--- config.mk ---
export PLATFORM = sky130hd
export DESIGN_NAME = shreg_top
export DESIGN_NICKNAME = d
export VERILOG_FILES = /design/src/rtl/shreg_pkg.sv /design/src/rtl/shreg_rst_sync.sv /design/src/rtl/shreg_ctrl.sv /design/src/rtl/shreg_bit_mux.sv /design/src/rtl/shreg_top.sv
export SDC_FILE = /design/constraint.sdc
export NUM_CORES = 1
export LEC_CHECK = 0
export BUFFER_PORTS_ARGS = -buffer_cell sky130_fd_sc_hd__buf_2
export CORE_AREA = 3 3 40 42
export CTS_BUF_LIST = sky130_fd_sc_hd__clkbuf_4 sky130_fd_sc_hd__clkbuf_8 sky130_fd_sc_hd__clkbuf_16
export DETAILED_ROUTE_END_ITERATION = 16
export DIE_AREA = 0 0 43 45
export PLACE_DENSITY = 0.47
export SETUP_SLACK_MARGIN = 0.2
export SLEW_MARGIN = 30
export SYNTH_ARGS = -nofsm -noshare
export SYNTH_HDL_FRONTEND = slang
export SYNTH_SLANG_ARGS = --single-unit
--- constraint.sdc ---
create_clock -name clk -period 0.8 [get_ports clk]
set_input_delay 0 -clock clk [delete_from_list [all_inputs] [get_ports clk]]
set_output_delay 0 -clock clk [all_outputs]
set_load 0.05 [all_outputs]
--- src/rtl/shreg_pkg.sv ---
package shreg_pkg;
  typedef enum logic [1:0] {
    OP_HOLD  = 2'd0,
    OP_LOAD  = 2'd1,
    OP_SHIFT = 2'd2
  } shreg_op_e;
endpackage

--- src/rtl/shreg_rst_sync.sv ---
module shreg_rst_sync #(
  parameter int STAGES = 2
) (
  input  logic clk,
  input  logic arst_n,
  output logic srst_n
);
  logic [STAGES-1:0] chain_q;

  always_ff @(posedge clk or negedge arst_n) begin
    if (!arst_n) begin
      chain_q <= '0;
    end else begin
      chain_q <= {chain_q[STAGES-2:0], 1'b1};
    end
  end

  assign srst_n = chain_q[STAGES-1];
endmodule

--- src/rtl/shreg_ctrl.sv ---
module shreg_ctrl
  import shreg_pkg::*;
(
  input  logic      shift_i,
  input  logic      load_i,
  output shreg_op_e op_o,
  output logic      upd_en_o
);
  always_comb begin
    if (shift_i) begin
      op_o = OP_SHIFT;
    end else if (load_i) begin
      op_o = OP_LOAD;
    end else begin
      op_o = OP_HOLD;
    end
  end

  assign upd_en_o = shift_i | load_i;
endmodule

--- src/rtl/shreg_bit_mux.sv ---
module shreg_bit_mux
  import shreg_pkg::*;
(
  input  shreg_op_e op_i,
  input  logic      own_i,
  input  logic      par_i,
  input  logic      up_i,
  output logic      nxt_o
);
  always_comb begin
    unique case (op_i)
      OP_LOAD:  nxt_o = par_i;
      OP_SHIFT: nxt_o = up_i;
      default:  nxt_o = own_i;
    endcase
  end
endmodule

--- src/rtl/shreg_top.sv ---
module shreg_top
  import shreg_pkg::*;
#(
  parameter int WIDTH      = 4,
  parameter int SYNC_DEPTH = 2
) (
  input  logic             clk,
  input  logic             rst_n,
  input  logic             shift_en,
  input  logic             load_en,
  input  logic             ser_in,
  input  logic [WIDTH-1:0] par_in,
  output logic [WIDTH-1:0] par_out,
  output logic             ser_out
);
  localparam int TOP = WIDTH - 1;

  logic             rst_sync_n;
  shreg_op_e        op;
  logic             upd_en;
  logic [WIDTH-1:0] stage_q;
  logic [WIDTH-1:0] stage_nxt;

  shreg_rst_sync #(.STAGES(SYNC_DEPTH)) rst_sync_i (
    .clk    (clk),
    .arst_n (rst_n),
    .srst_n (rst_sync_n)
  );

  shreg_ctrl ctrl_i (
    .shift_i  (shift_en),
    .load_i   (load_en),
    .op_o     (op),
    .upd_en_o (upd_en)
  );

  for (genvar i = 0; i < WIDTH; i++) begin : g_stage
    logic up_bit;
    if (i == TOP) begin : g_head
      assign up_bit = ser_in;
    end else begin : g_body
      assign up_bit = stage_q[i+1];
    end
    shreg_bit_mux mux_i (
      .op_i  (op),
      .own_i (stage_q[i]),
      .par_i (par_in[i]),
      .up_i  (up_bit),
      .nxt_o (stage_nxt[i])
    );
  end

  always_ff @(posedge clk or negedge rst_sync_n) begin
    if (!rst_sync_n) begin
      stage_q <= '0;
    end else if (upd_en) begin
      stage_q <= stage_nxt;
    end
  end

  assign par_out = stage_q;
  assign ser_out = stage_q[0];
endmodule


==> Yosys cells after proc, flatten, opt, wreduce, memory -nomap -nowiden <==
Cells that the tools add are included.
{ "totals": {"mem_bits_ro": 0, "mem_bits_rw": 0, "in_bits": 9, "out_inout_bits": 5, "regBits": 6, "memories": 0, "latch_bits": 0, "word_cells": 13} }
{ "op_classes": {"mul": 0, "bitwise_logic": 1, "div": 0, "n_eq_ne": 2, "n_lt_le_gt_ge": 0, "reduce_logical": 2, "shifts": 0, "n_mux": 6, "add_sub_neg": 0} }
{ "ops": {"columns": ["operator", "n"], "rows": [
  ["$pmux W1 S2", 4],
  ["$eq A2 B1 Y1 const B", 1],
  ["$eq A2 B2 Y1 const B", 1],
  ["$mux W2", 1],
  ["$reduce_and A2 Y1", 1],
  ["$reduce_bool A2 Y1", 1],
  ["$mux W1", 1],
  ["$or A1 B1 Y1", 1]
]} }

==> Longest topological paths before layout <==
{ "logic_depth": {"depth_word": 5, "mapped_depth": 3, "depth_no_buf": 2} }

==> By module <==
A second synthesis with hierarchy kept.
{ "hier_totals": {"cells_unflattened": 43, "area_unflattened_um2": 421.7} }
{ "modules_own_cells": {"columns": ["mod", "cells_per_inst", "area_per_inst_um2", "seq_area_each_um2", "n_inst"], "rows": [
  ["shreg_bit_mux", 7, 48.8, 0.0, 4],
  ["shreg_top", 9, 152.6, 100.1, 1],
  ["shreg_rst_sync", 3, 53.8, 50.0, 1],
  ["shreg_ctrl", 3, 20.0, 0.0, 1]
]} }

==> Worst setup path before layout <==
Ideal clock, no wire load.
{ "synth_timing": {"path_type": "flip-flop to flip-flop", "startpoint": "reg, netlist name par_out[0]", "endpoint": "reg stage_q[0], in the netlist par_out[0]", "synth_period_minus_slack_ps": 939, "required_time_ps": 723, "path_slack_ps": -139, "path_buffers": 0, "setup_ps": 77, "path_stages_with_launch": 3, "arrival_ps": 862, "path_cell_list": "dfrtp_1 > mux2i_1 > o21ai_1"} }
{ "synth_rtl": {"columns": ["item", "line", "text"], "rows": [
  ["end signal: assignment", "shreg_top.sv:57", "stage_q <= stage_nxt;"],
  ["end: declaration", "shreg_top.sv:21", "logic [WIDTH-1:0] stage_q;"]
]} }

==> Worst setup path in the final report <==
{ "layout_timing": {"startpoint": "reg stage_q[0], in the netlist par_out[0]", "endpoint": "out ser_out"} }
{ "layout_rtl": {"columns": ["item", "line", "text"], "rows": [
  ["end: declaration", "shreg_top.sv:14", "output logic ser_out"]
]} }
No word-level cell between the ends.

==> key figures <==
CTS
  – Reg clk slew, reported paths: 0.05 ns
  – Clk_lat worst skew: 0.24 ns
  – TritonCTS clock tree: done
  – Root Buffer Master: clkbuf_4
  – Total CTS buffers: 3
  – H-tree Lvls: 1
  – Max Root-Sink Buffers: 2
  – Num Clock Sinks: 6

Finish
  – # diodes: 0
  – Fillcell total: 143
  – Final Core Density: 0.306
  – Synthesis-to-layout area growth: 45.4%
  – Layout cells sized above 1: 0.500
  – Finished Cell Area: 393 um^2
  – Nets: 48

Logic synthesis
  – Cell area after synthesis: 270 um^2
  – Mapped Nets: 33
  – Synth Register Bits: 6
  – Syn_area_per_cell: 11.3 um^2
  – YS warnings: 0
  – Library cells used by synthesis: 7
  – Cell count after synthesis: 24
  – Register area share after synthesis: 0.556

Setup path
  – CP cell instances: buf_6
  – Critical Path RT: 0.80 ns
  – Crit Path Class: flip-flop to output pin
  – Worst setup SP type: flip-flop
  – Delay-heaviest family, CP: flip-flops
  – Worst path slowest cell: dfrtp_2
  – Crit-path max FO: 3
  – CP max stage delay: ~0.42 ns
  – CP Buf/Inv Count: 1
  – Worst path depth: 1
  – Arrival @ worst endpoint: around 0.82 ns
  – Critical Path Sink Type: output pin
  – Cells on worst reg2reg path: 3

Power
  – Switching Fraction: 0.303
  – Leakage: approximately 0.20 nW
  – Maximum VDD drop: roughly 0.8 mV
  – Cell Int Power: 0.000656 W
  – Sequential power share: 0.384
  – Sw power: 0.000284 W
  – Tot Pwr: 0.000940 W
  – Pwr per Cell Area: 2390 mW/mm^2
  – Clock group share of total power: 0.351
  – Comb pwr share: 0.265

Routing
  – Via count: 207
  – First-pass DRT Iterations: 1
  – DRT iter0 DRCs: 0
  – Routed vias/inst: 3.91
  – Post-DRT Antenna Nets: 0
  – DRC: 0
  – Final WL: about 520 um
  – Routed len/inst: ~10 um

Floorplan
  – Die W: 43 um
  – Row Count: 13
  – Die Ht: approximately 45 um
  – Placeable Area: ~0.0013 mm^2
  – # IOs: 14
  – Die area: between 0.0015 and 0.002 mm^2
  – Starting Density: 0.210

Min path
  – Worst hold path cell count: 3
  – HP Class: primary input to flip-flop

Global route
  – Vias in the first global route: 256
  – GR Util All Layers: 0.0704
  – Largest net degree at the start of global routing: 9
  – First-pass GRT wire length: 972 um
  – Initial antenna violation count: 0
  – Grt ovf: 0

Job
  – Max-cap violations: 0

STA
  – Minimum clock period: about 0.82 ns
  – Final period utilization: 1.03
  – Hold WS: -0.0177 ns
  – RSZ-0062 raised after global routing: true
  – Max Freq: 1.21 GHz
  – Sum of negative setup slack: -0.0463 ns
  – Final WS setup: -0.0241 ns
  – Final setup violation count: 3
  – Final Max Slew Viols: 0
  – Clock Skew: ~0.0051 ns
  – Final hold vios: 1

Placement
  – Port Buffers: 13
  – Routability congestion estimate: 0.619
  – Area of placed instances: 314 um^2

Run status
  – Run status: finished, violations left
  – Failing checks: hold timing, setup timing
## cells in the mapped netlist
cell     n  area (um^2)
buf_6    1         11.3
nand2_1  4         15.0
conb_1   1         3.75
o21ai_1  4         20.0
buf_4    4         30.0
mux2i_1  4         40.0
dfrtp_1  6          150
## layout make-up
class	count	area, um^2	area share
Tap cell	15	18.8	0.0478
Clock buffer	4	30.0	0.0764
Timing Repair Buffer	15	114	0.290
Sequential cell	6	151	0.385
Multi-Input combinational cell	13	78.8	0.201
## cells by family (layout without fill, tap and decap cells)
| group | count (synthesis) | after routing | synth area share |
|---|---|---|---|
| DFF | 6 | 6 | 0.556 |
| buffers and inverters | 5 | 19 | 0.153 |
| AOI/OAI and AO/OA | 4 | 4 | 0.0741 |
| muxes | 4 | 4 | 0.148 |
| and+or+nand+nor | 4 | 4 | 0.0555 |
| other | 1 | 1 | 0.0139 |
## path summary, 6_finish.rpt
kind	end	from	slack [ns]
hold reg to reg	par_out[3]$_DFFE_PN0P_	rst_sync_i.chain_q[1]$_DFF_PN0_	0.05
hold / removal	par_out[3]$_DFFE_PN0P_	ser_in	-0.02
setup / recovery	ser_out	par_out[0]$_DFFE_PN0P_	-0.02
min in group asynchronous	par_out[3]$_DFFE_PN0P_	rst_sync_i.chain_q[1]$_DFF_PN0_	0.05
setup reg to reg	par_out[0]$_DFFE_PN0P_	par_out[1]$_DFFE_PN0P_	0.06
max in group asynchronous	par_out[0]$_DFFE_PN0P_	rst_sync_i.chain_q[1]$_DFF_PN0_	0.57
## placed cells by master (no fill, tap or decap)
cell and count:
buf_2 8, buf_4 1, buf_6 5, clkbuf_4 4, conb_1 1, dfrtp_1 5, dfrtp_2 1, dlygate4sd3_1 1
mux2i_1 4, nand2_1 4, o21ai_1 4
## state kept, by name, indices dropped and copies added, names as in the netlist
| name | cells |
|---|---|
| rst_sync_i.chain_q | 2 |
| par_out | 4 |
## stage by stage
| step | worst slack (ns) | cells |
|---|---|---|
| 2_1_floorplan | -0.0338 | 24 |
| 3_3_place_gp | 0.107 | 47 |
| 3_5_place_dp | 0.0867 | 47 |
| 4_1_cts | -0.0331 | 52 |
| 5_1_grt | -0.0601 | 53 |
| 6_report | -0.0241 | 53 |
## power by group through the flow
| stage | Sequential, W | Combinational, W | Clock (W) |
|---|---|---|---|
| 6_report | 0.000361 | 0.000249 | 0.000330 |
| 5_1_grt | 0.000366 | 0.000262 | 0.000378 |
| 4_1_cts | 0.000361 | 0.000243 | 0.000348 |
| 2_1_floorplan | 0.000378 | 0.000158 | 0 |
| 3_3_place_gp | 0.000357 | 0.000201 | 0 |
| 3_5_place_dp | 0.000358 | 0.000204 | 0 |
## layer usage
metal	GRT usage	wire, um
met5	0	0
met4	0.0361	0
met3	0.0558	59
met2	0.129	294
met1	0.0515	162
## repair_timing
action                                 CTS  global route
buffers inserted                         0             1
hold buffers                             1             0
gates resized for setup                 10             0
setup endpoints to repair                9             9
endpoints found under the hold margin    3             0
No activity file was read; power rests on OpenSTA's default activity.
